**src/rtl/atm_pkg.sv**
```systemverilog
package atm_pkg;
   localparam int OP_W = 3;

   typedef enum logic [OP_W-1:0] {
      OP_LOAD  = 3'd0,
      OP_STORE = 3'd1,
      OP_SETTOP = 3'd2,
      OP_SWAP  = 3'd3,
      OP_ADD   = 3'd4
   } atm_op_e;

   function automatic logic op_is_atomic(input atm_op_e op);
      return (op == OP_SETTOP) || (op == OP_SWAP) || (op == OP_ADD);
   endfunction
endpackage

```
**src/rtl/atm_rr_arbiter.sv**
```systemverilog
module atm_rr_arbiter #(
   parameter int NUM_REQ = 3,
   parameter int IDX_W   = 2
) (
   input  logic               clk,
   input  logic               rst_n,
   input  logic [NUM_REQ-1:0] req,
   input  logic               advance,
   input  logic [IDX_W-1:0]   done_idx,
   output logic               gnt_any,
   output logic [IDX_W-1:0]   gnt_idx
);
   logic [IDX_W-1:0] ptr_q;

   always_comb begin
      gnt_any = 1'b0;
      gnt_idx = '0;
      for (int k = 0; k < NUM_REQ; k++) begin
         int cand;
         cand = (int'(ptr_q) + k) % NUM_REQ;
         if (!gnt_any && req[cand]) begin
            gnt_any = 1'b1;
            gnt_idx = IDX_W'(cand);
         end
      end
   end

   always_ff @(posedge clk) begin
      if (!rst_n) begin
         ptr_q <= '0;
      end else if (advance) begin
         if (int'(done_idx) == NUM_REQ - 1) ptr_q <= '0;
         else                                 ptr_q <= done_idx + IDX_W'(1);
      end
   end
endmodule

```
**src/rtl/atm_modify.sv**
```systemverilog
module atm_modify
   import atm_pkg::*;
#(
   parameter int DATA_W = 8
) (
   input  atm_op_e           op,
   input  logic [DATA_W-1:0] prior,
   input  logic [DATA_W-1:0] operand,
   output logic [DATA_W-1:0] new_val,
   output logic              do_write,
   output logic              flag_neg,
   output logic              flag_zero
);
   localparam logic [DATA_W-1:0] TOP_BIT = {1'b1, {(DATA_W-1){1'b0}}};

   always_comb begin
      new_val  = prior;
      do_write = 1'b0;
      case (op)
         OP_STORE:  begin new_val = operand;         do_write = 1'b1; end
         OP_SETTOP: begin new_val = prior | TOP_BIT; do_write = 1'b1; end
         OP_SWAP:   begin new_val = operand;         do_write = 1'b1; end
         OP_ADD:    begin new_val = prior + operand; do_write = 1'b1; end
         default:   begin new_val = prior;           do_write = 1'b0; end
      endcase
      flag_neg  = prior[DATA_W-1];
      flag_zero = (prior == '0);
   end
endmodule

```
**src/rtl/atm_store.sv**
```systemverilog
module atm_store #(
   parameter int ADDR_W = 4,
   parameter int DATA_W = 8
) (
   input  logic              clk,
   input  logic              rst_n,
   input  logic [ADDR_W-1:0] rd_addr,
   output logic [DATA_W-1:0] rd_data,
   input  logic              wr_en,
   input  logic [ADDR_W-1:0] wr_addr,
   input  logic [DATA_W-1:0] wr_data
);
   localparam int DEPTH = 1 << ADDR_W;

   logic [DATA_W-1:0] cells [DEPTH];

   assign rd_data = cells[rd_addr];

   always_ff @(posedge clk) begin
      if (!rst_n) begin
         for (int i = 0; i < DEPTH; i++) cells[i] <= '0;
      end else if (wr_en) begin
         cells[wr_addr] <= wr_data;
      end
   end
endmodule

```
**src/rtl/atomic_mem.sv**
```systemverilog
module atomic_mem
   import atm_pkg::*;
#(
   parameter int NUM_PORTS = 3,
   parameter int ADDR_W    = 4,
   parameter int DATA_W    = 8
) (
   input  logic                          clk,
   input  logic                          rst_n,
   input  logic [NUM_PORTS-1:0]          req_valid,
   output logic [NUM_PORTS-1:0]          req_ready,
   input  logic [NUM_PORTS*OP_W-1:0]     req_op,
   input  logic [NUM_PORTS*ADDR_W-1:0]   req_addr,
   input  logic [NUM_PORTS*DATA_W-1:0]   req_wdata,
   output logic [NUM_PORTS-1:0]          rsp_valid,
   output logic [NUM_PORTS*DATA_W-1:0]   rsp_rdata,
   output logic [NUM_PORTS-1:0]          rsp_neg,
   output logic [NUM_PORTS-1:0]          rsp_zero
);
   localparam int IDX_W = (NUM_PORTS > 1) ? $clog2(NUM_PORTS) : 1;

   generate
      if (NUM_PORTS < 2) begin : g_chk_ports
         $error("atomic_mem: NUM_PORTS must be at least 2");
      end
      if (DATA_W < 2) begin : g_chk_data
         $error("atomic_mem: DATA_W must be at least 2");
      end
      if (ADDR_W < 1 || ADDR_W > 10) begin : g_chk_addr
         $error("atomic_mem: ADDR_W must lie in 1..10");
      end
   endgenerate

   // per-port request fields
   logic [OP_W-1:0]   p_op    [NUM_PORTS];
   logic [ADDR_W-1:0] p_addr  [NUM_PORTS];
   logic [DATA_W-1:0] p_wdata [NUM_PORTS];

   genvar gp;
   generate
      for (gp = 0; gp < NUM_PORTS; gp++) begin : g_unpack
         assign p_op[gp]    = req_op[gp*OP_W +: OP_W];
         assign p_addr[gp]  = req_addr[gp*ADDR_W +: ADDR_W];
         assign p_wdata[gp] = req_wdata[gp*DATA_W +: DATA_W];
      end
   endgenerate

   // arbitration
   logic             gnt_any;
   logic [IDX_W-1:0] gnt_idx;
   logic             complete;
   logic [IDX_W-1:0] sel;

   atm_rr_arbiter #(.NUM_REQ(NUM_PORTS), .IDX_W(IDX_W)) u_arb (
      .clk      (clk),
      .rst_n    (rst_n),
      .req      (req_valid),
      .advance  (complete),
      .done_idx (sel),
      .gnt_any  (gnt_any),
      .gnt_idx  (gnt_idx)
   );

   // lock state held between read and write-back of an atomic op
   logic              locked_q;
   logic [IDX_W-1:0]  lk_port_q;
   atm_op_e           lk_op_q;
   logic [ADDR_W-1:0] lk_addr_q;
   logic [DATA_W-1:0] lk_wdata_q;
   logic [DATA_W-1:0] lk_prior_q;

   atm_op_e           gnt_op;
   atm_op_e           cur_op;
   logic [DATA_W-1:0] cur_wdata;
   logic [ADDR_W-1:0] cur_addr;
   logic [DATA_W-1:0] mem_rd;
   logic [DATA_W-1:0] prior;
   logic              start_atomic;

   assign gnt_op    = atm_op_e'(p_op[gnt_idx]);
   assign sel       = locked_q ? lk_port_q  : gnt_idx;
   assign cur_op    = locked_q ? lk_op_q    : gnt_op;
   assign cur_wdata = locked_q ? lk_wdata_q : p_wdata[gnt_idx];
   assign cur_addr  = locked_q ? lk_addr_q  : p_addr[gnt_idx];
   assign prior     = locked_q ? lk_prior_q : mem_rd;

   assign start_atomic = !locked_q && gnt_any && op_is_atomic(gnt_op);
   assign complete     = locked_q || (gnt_any && !op_is_atomic(gnt_op));

   // datapath
   logic [DATA_W-1:0] new_val;
   logic              do_write;
   logic              f_neg;
   logic              f_zero;

   atm_store #(.ADDR_W(ADDR_W), .DATA_W(DATA_W)) u_store (
      .clk     (clk),
      .rst_n   (rst_n),
      .rd_addr (p_addr[gnt_idx]),
      .rd_data (mem_rd),
      .wr_en   (complete && do_write),
      .wr_addr (cur_addr),
      .wr_data (new_val)
   );

   atm_modify #(.DATA_W(DATA_W)) u_mod (
      .op        (cur_op),
      .prior     (prior),
      .operand   (cur_wdata),
      .new_val   (new_val),
      .do_write  (do_write),
      .flag_neg  (f_neg),
      .flag_zero (f_zero)
   );

   always_ff @(posedge clk) begin
      if (!rst_n) begin
         locked_q   <= 1'b0;
         lk_port_q  <= '0;
         lk_op_q    <= OP_LOAD;
         lk_addr_q  <= '0;
         lk_wdata_q <= '0;
         lk_prior_q <= '0;
      end else if (start_atomic) begin
         locked_q   <= 1'b1;
         lk_port_q  <= gnt_idx;
         lk_op_q    <= gnt_op;
         lk_addr_q  <= p_addr[gnt_idx];
         lk_wdata_q <= p_wdata[gnt_idx];
         lk_prior_q <= mem_rd;
      end else if (locked_q) begin
         locked_q   <= 1'b0;
      end
   end

   // per-port acceptance and response registers
   generate
      for (gp = 0; gp < NUM_PORTS; gp++) begin : g_port
         logic hit;
         assign hit           = complete && (sel == IDX_W'(gp));
         assign req_ready[gp] = hit;

         always_ff @(posedge clk) begin
            if (!rst_n) begin
               rsp_valid[gp]                  <= 1'b0;
               rsp_rdata[gp*DATA_W +: DATA_W] <= '0;
               rsp_neg[gp]                    <= 1'b0;
               rsp_zero[gp]                   <= 1'b0;
            end else begin
               rsp_valid[gp] <= hit;
               if (hit) begin
                  rsp_rdata[gp*DATA_W +: DATA_W] <= prior;
                  rsp_neg[gp]                    <= f_neg;
                  rsp_zero[gp]                   <= f_zero;
               end
            end
         end
      end
   endgenerate
endmodule

```
**config.mk**
```make
export PLATFORM = sky130hd
export DESIGN_NAME = atomic_mem
export DESIGN_NICKNAME = d
export VERILOG_FILES = /design/src/rtl/atm_pkg.sv /design/src/rtl/atm_rr_arbiter.sv /design/src/rtl/atm_modify.sv /design/src/rtl/atm_store.sv /design/src/rtl/atomic_mem.sv
export SDC_FILE = /design/constraint.sdc
export NUM_CORES = 1
export LEC_CHECK = 0
export CAP_MARGIN = 10
export CORE_MARGIN = 4
export CORE_UTILIZATION = 60
export DETAILED_ROUTE_END_ITERATION = 6
export DONT_BUFFER_PORTS = 1
export HOLD_SLACK_MARGIN = 0.06
export PLACE_DENSITY = 0.76
export SETUP_SLACK_MARGIN = 0.5
export SLEW_MARGIN = 0
export SYNTH_ARGS = -nofsm -noshare
export SYNTH_HDL_FRONTEND = slang
export SYNTH_HIERARCHICAL = 1
export SYNTH_SLANG_ARGS = --single-unit
```
**constraint.sdc**
```tcl
create_clock -name clk -period 15.2 [get_ports clk]
set_input_delay 3.04 -clock clk [delete_from_list [all_inputs] [get_ports clk]]
set_output_delay 3.04 -clock clk [all_outputs]
set_load 0.05 [all_outputs]
```
==> implementation parameters, run 1 <==
Parameter                              Value

Setup path
  Worst setup SP type    primary input
  Start-to-end type of the worst setup path    in -> reg
  Required @ worst endpoint    15.50 ns
  Capturing point of the worst reg2reg path    u_store/cells[6][6]
  Largest fanout on the critical path    34
  Arrival time of the worst setup path    9.24 ns
  Critical Path Slowest Stage Cell    a31oi_2
  Source of the critical timing path    req_valid[1]
  Path depth of the worst reg2reg path    25
  Crit-path cells    nand3b_1, o21ai_1, a311oi_1, o32a_1, buf_4, and2b_1, nand2_1, o21ai_4, buf_4, mux4_2, a22oi_1, nand2_1, mux2_2, ha_1, inv_1, fa_1, nor2b_1, nor3_1, o21bai_1, a21oi_1, xor2_1, a31oi_2, and2_1
  Worst-case register-to-register setup slack    7.96 ns
  Reg-to-reg startpoint    u_arb/ptr_q[0]
  CP endpoint kind    flip-flop
  Slowest Stage Delay on Critical Path    0.80 ns

Routing
  Routed Wire Length    22.57 mm
  Number of remaining DRC errors    6
  Starting DRT DRC Count    565
  First-pass detailed-route iteration total    7
  Via density    6.193
  Drt wl/cell    21.53 um
  Antenna Nets Post-Route    0
  Routed vias    6490

Global routing
  Vias in the first global route    6412
  Initial antenna violation count    0
  GRT overflow    0
  Total routing resource utilization after global routing    25.06%
  Largest net degree at the start of global routing    117
  First-pass GRT wire length    35.18 mm

Power
  Power density over the cells    237.2 mW/mm2
  Worst IR drop on VDD    0.1490 mV
  Leakage dissipation    3.953 nW
  Total power of the final layout    2.531 mW

Timing
  Post-route fraction of the period consumed by the critical path    58.83%
  Setup TNS    0 ns
  Setup repair after global routing missed its margin    false
  Slew of the pin with the lowest slew margin    1.238 ns
  Shortest clock period the worst path allows after layout    8.942 ns
  Smallest hold slack    0.4579 ns
  Post-route worst setup slack    6.258 ns
  Max-slew headroom    16.62%
  Total count of hold-check failures in the final report    0
  Clock Skew    0.008782 ns
  Setup Viol. Count Final    0
  Highest attainable clock frequency    0.1118 GHz
  Fin. max-slew vios    0

Run
  Total of max-cap violations    0

Synth
  Number of warnings printed during yosys synthesis    6
  Instance count of the mapped netlist    827
  Register area share after synthesis    51.17%
  Synth Area per Inst    11.97 um2
  Most used flip-flop cell after synthesis    edfxtp_1
  Asr flop ratio synth    0%
  Syn_nets    888
  Number of unique standard cell types used by synthesis    64
  Combined area of all synthesized cells    0.009898 mm2
  Count of flip-flops with a built-in enable after synthesis    128
  Synthesis-stage register bit count    189

Floorplan
  Chip width    136.4 um
  Ports    86
  Number of rows in the core area    46
  Core Area    0.01600 mm2
  Vertical die dimension    136.4 um
  Overall die area    0.01862 mm2
  Initial Utilization    61.86%

Layout
  Non-filler instance count after layout    1048
  Post-route core utilization    66.67%
  Commonest non-fill, non-tap cells in the layout    and2_1, edfxtp_1, nand2_1
  Most common cell after layout, fill and taps aside    and2_1
  Fill cells    1203
  Area of all placed cells without fillers    0.01067 mm2
  ANT cells    0
  Net count, final    880
  Multi-input logic area    0.004496 mm2
  Layout area overhead    7.774%
  Sequential standard cell area    0.005065 mm2
  Fraction of final layout cells with drive strength greater than 1    13.46%

Clocking
  Number of gates resized after cts    0
  Worst-Skew Late Latency    0.44 ns
  Number of buffers added to fix hold violations after cts    0
  Clock transition at the register clock pins on the worst setup and hold paths after CTS    0.07 ns
  Number of H-tree levels    4
  Sinks on the clock net    189
  Root buffer cell    clkbuf_16
  Total clock buffers created by CTS    17
  Number of buffers inserted by post-CTS setup repair    0
  TritonCTS clock tree    yes
  Maximum buffer depth of the clock tree    2

Status
  Violations in the final reports    DRC
  Status    finished, violations left

Min path
  Worst hold path endpoint    lk_wdata_q[1]
  Hold path start    lk_wdata_q[1]
  Min-Delay Path Class    reg -> reg
  Worst hold stages    2

Placed design
  Dpl ws    5.870 ns
  Final HPWL DP    15.46 mm
  Port Buffer Count    0
  Standard cell area after detailed placement    0.01005 mm2
  GP Congestion    0.9095
  # placed instances    1013
-- worst max-delay path by stage --
stage / to / slack [ns] / cells past startpoint
after floorplan: req_ready[0] / 7.03 / 10
after global placement: u_store/cells[7][7] / 6.08 / 21
after detailed placement: u_store/cells[6][7] / 5.87 / 21
after CTS: u_store/cells[6][7] / 6.29 / 21
after global routing: u_store/cells[10][6] / 5.89 / 23
final: u_store/cells[6][6] / 6.26 / 23
-- registers in the layout, summed over array words and instances (netlist names) --
name	cells
lk_wdata_q	8
u_arb/ptr_q	2
locked_q	1
u_store/cells	128
rsp_rdata	24
rsp_zero	3
lk_op_q	3
lk_prior_q	8
lk_port_q	2
lk_addr_q	4
rsp_valid	3
rsp_neg	3
-- logic make-up (layout without fill, tap and decap cells) --
kind of cell,Yosys count,in the layout,synth area share (%)
and+or+nand+nor,332,332,18.22
DFF,189,189,51.17
muxes,133,133,18.37
AOI/OAI and AO/OA,94,94,6.535
buffers and inverters,64,69,3.893
adders and majority gates,11,11,1.466
xor gates and xnor gates,4,4,0.3540
-- layer usage --
layer / global-route usage, % / wire [um] / up-vias
li1: - / - / 2979
met1: 34.01 / 9541 / 3245
met2: 40.31 / 11120 / 226
met3: 4.922 / 1338 / 40
met4: 9.295 / 564 / 0
met5: 0 / 0 / -
-- synthesized netlist by cell type, types with 12 or more instances --
library cell | instances | area (um2)
o21ai_0 | 33 | 165.2
edfxtp_1 | 128 | 3844
and2_1 | 133 | 832.1
dfxtp_1 | 61 | 1221
a22oi_1 | 16 | 120.1
nor2_1 | 25 | 93.84
mux2_2 | 15 | 168.9
buf_6 | 12 | 135.1
nand2_1 | 120 | 450.4
mux4_1 | 16 | 420.4
clkbuf_1 | 24 | 90.09
mux2i_1 | 80 | 800.8
mux4_2 | 16 | 360.4
-- report_power, final --
group	leakage [nW]	total, mW	internal [mW]	switching (mW)
Sequential	1.82	0.762	0.641	0.121
Combinational	1.83	1.32	0.488	0.832
Clock	0.303	0.449	0.249	0.199
-- layout make-up --
type / instances / area share (%)
Inverter: 10 / 0.3519
Timing Repair Buffer: 27 / 1.830
Clock inverter: 13 / 1.208
Multi-Input combinational cell: 574 / 42.14
Clock buffer: 19 / 4.457
Sequential cell: 189 / 47.48
Tap cell: 216 / 2.533
-- worst max-delay path, delay by kind of cell --
family | cells | cell delay, ns
fa+ha+maj | 2 | 0.44
simple gates | 7 | 1.59
compound gates | 8 | 2.19
buf+inv | 3 | 0.89
xor+xnor | 1 | 0.10
mux | 2 | 0.94
Power figures use the tool's default switching activity.
==> inputs of run 2 (changes only) <==
ABC_AREA = 1   (was not set)
CORE_UTILIZATION = 58   (was 60)
clock period = 7.2 ns   (was 15.2 ns; I/O delays follow)
==> implementation parameters, run 2 <==
Parameter                              Value

Setup path
  Arrival time of the worst setup path    6.35 ns (-2.89 ns)
  Worst setup SP type    primary input
  CP endpoint kind    flip-flop
  Path depth of the worst reg2reg path    34 (+36%)
  Start-to-end type of the worst setup path    in -> reg
  Worst-case register-to-register setup slack    1.24 ns (-6.72 ns)
  Dominant cell type by count on the critical path    nand2_1
  Slowest Stage Delay on Critical Path    0.42 ns (-0.38 ns)
  Critical Path Slowest Stage Cell    fa_1
  Required @ worst endpoint    7.47 ns (-8.03 ns)
  Largest fanout on the critical path    34 (unchanged)

Layout
  Largest registers    u_store/cells: 128 flops, rsp_rdata: 24 flops
  Layout area overhead    6.644%
  Area of all placed cells without fillers    0.01080 mm2 (+1.3%)
  Most common cell after layout, fill and taps aside    nand2_1
  Multi-input logic area    0.004030 mm2 (-10%)
  Net count, final    1344 (+53%)
  Fraction of final layout cells with drive strength greater than 1    8.642% (-4.8 points)
  Flip-flop count of the largest register after layout    128 (unchanged)
  Register name with the most flops    u_store/cells
  Fill cells    1492 (+24%)
  ANT cells    0 (unchanged)
  Sequential standard cell area    0.005065 mm2 (unchanged)
  Commonest non-fill, non-tap cells in the layout    nand2_1, nor2_1, inv_1

Routing
  Antenna Nets Post-Route    0 (unchanged)
  First-pass detailed-route iteration total    5 (-2)
  Number of remaining DRC errors    0 (-6)
  Starting DRT DRC Count    914 (+62%)
  Drt wl/cell    16.08 um (-25%)
  Routed Wire Length    24.47 mm (+8.4%)
  Routed vias    8348 (+29%)
  Via density    5.488 (-11%)

Min path
  Worst hold stages    2 (unchanged)
  Min-Delay Path Class    reg -> reg

Placed design
  Dpl ws    0.6863 ns (-5.184 ns)
  Standard cell area after detailed placement    0.01025 mm2 (+2.1%)
  Port Buffer Count    0 (unchanged)
  GP Congestion    0.9387 (+3.2%)
  Final HPWL DP    16.15 mm (+4.5%)

Timing
  Total count of hold-check failures in the final report    0 (unchanged)
  Clock Skew    0.01374 ns (+0.004954 ns)
  Setup repair after global routing missed its margin    false
  Highest attainable clock frequency    0.1645 GHz
  Setup Viol. Count Final    0 (unchanged)
  Smallest hold slack    0.4666 ns (+0.008763 ns)
  Max-slew headroom    46.34% (+30 points)
  Shortest clock period the worst path allows after layout    6.079 ns
  Fin. max-slew vios    0 (unchanged)
  Slew of the pin with the lowest slew margin    0.7965 ns (-0.4411 ns)
  Post-route fraction of the period consumed by the critical path    84.43%
  Setup TNS    0 ns (unchanged)
  Post-route worst setup slack    1.121 ns (-5.137 ns)

Run
  Total of max-cap violations    0 (unchanged)

Synth
  Synth Area per Inst    7.728 um2 (-35%)
  Number of warnings printed during yosys synthesis    6 (unchanged)
  Instance count of the mapped netlist    1311 (+59%)
  Number of unique standard cell types used by synthesis    41 (-36%)
  Syn_nets    1372 (+55%)
  Dominant cell type by area after synthesis    edfxtp_1
  Asr flop ratio synth    0% (unchanged)
  Share of Yosys cell area claimed by the top area cell type    37.94% (-0.89 points)
  Most used standard cell by instance count after synthesis    nand2_1
  Count of flip-flops with a built-in enable after synthesis    128 (unchanged)
  Combined area of all synthesized cells    0.01013 mm2 (+2.4%)
  Cells taking the most area after synthesis    edfxtp_1, dfxtp_1, nand2_1
  Most used flip-flop cell after synthesis    edfxtp_1
  Synthesis-stage register bit count    189 (unchanged)
  Most used standard cells in the synthesized netlist    nand2_1, nor2_1, inv_1
  Register area share after synthesis    49.99% (-1.2 points)

Clocking
  Maximum buffer depth of the clock tree    2 (unchanged)
  Number of gates resized after cts    0 (unchanged)
  TritonCTS clock tree    yes
  Number of buffers inserted by post-CTS setup repair    0 (unchanged)
  Root buffer cell    clkbuf_16
  Number of H-tree levels    4 (unchanged)
  Worst-Skew Late Latency    0.43 ns (about the same)
  Total clock buffers created by CTS    17 (unchanged)
  Clock transition at the register clock pins on the worst setup and hold paths after CTS    0.07 ns (about the same)
  Number of buffers added to fix hold violations after cts    0 (unchanged)
  Sinks on the clock net    189 (unchanged)

Floorplan
  Initial Utilization    58.78% (-3.1 points)
  Core Area    0.01724 mm2 (+7.7%)
  Overall die area    0.01965 mm2 (+5.5%)
  Vertical die dimension    140.2 um (+2.7%)
  Ports    86 (unchanged)
  Number of rows in the core area    48 (+4.3%)
  Chip width    140.2 um (+2.7%)

Status
  Status    finished, final reports clean

Global routing
  Largest net degree at the start of global routing    75 (-36%)
  Vias in the first global route    7732 (+21%)
  Total routing resource utilization after global routing    24.77% (-0.28 points)
  GRT overflow    0 (unchanged)
  Initial antenna violation count    0 (unchanged)
  First-pass GRT wire length    38.93 mm (+11%)
[run 2: changes by cell type in the layout (fill, tap and decap cells not counted), moves of 16 or more]
cell     delta
nor2_1    +206
nand2_1   +192
inv_1     +154
nand3_1   +143
and2_1    -133
mux2i_1    -80
a21oi_1    +39
o21ai_0    +24
nand2_2    +20
a22oi_1    -16
mux4_1     -16
mux4_2     -16
or2_2      +16
[run 2: critical path: cells and delay by family]
kind	cells	cell delay, ns
and+or+nand+nor	17	1.86
adders and majority gates	1	0.42
buffers and inverters	9	1.71
AOI/OAI and AO/OA	4	0.88
[run 2: kinds of logic (layout without fill, tap and decap cells)]
kind of cell    count (synthesis)  after routing  synth area share [%]
compound gates                123            123                 6.928
buf+inv                       246            231                 10.23
fa+ha+maj                      11             11                 1.433
flops                         189            189                 49.99
xor+xnor                        1              1               0.08647
simple gates                  741            741                 31.33
[run 2: worst paths after layout]
kind / end / startpoint
worst max-delay path: u_store/cells[1][6] / req_valid[2]
worst min-delay path: lk_op_q[2] / lk_op_q[2]
worst max register to register: u_store/cells[1][6] / u_arb/ptr_q[0]
worst min register to register: lk_op_q[2] / lk_op_q[2]
[run 2: per-stage QoR]
stage / utilization [%] / instances
after floorplan: - / 1311
after global placement: 59.48 / 1489
after detailed placement: 59.48 / 1489
after CTS: 62.65 / 1521
after global routing: 62.68 / 1521
final: 62.68 / 1521
[run 2: layer usage]
layer / routed length [um] / vias up / global-route usage (%) / share of wire (%)
li1: - / 4108 / - / -
met1: 10210 / 3901 / 33.05 / 42
met2: 11890 / 309 / 41.03 / 49
met3: 2019 / 30 / 5.189 / 8.3
met4: 347 / 0 / 7.292 / 1.4
met5: 0 / - / 0 / 0
[run 2: cell type report]
class / count / share of cell area (%)
inverter: 176 / 6.219
multi-input combinational: 876 / 37.30
tap: 225 / 2.606
timing repair buffer: 23 / 1.946
sequential: 189 / 46.88
clock buffer: 19 / 4.007
clock inverter: 13 / 1.042
Power of run 2 is left out: the tool's default activity adds up to more than one toggle a clock period on the data nets, which glitch-free logic cannot reach.
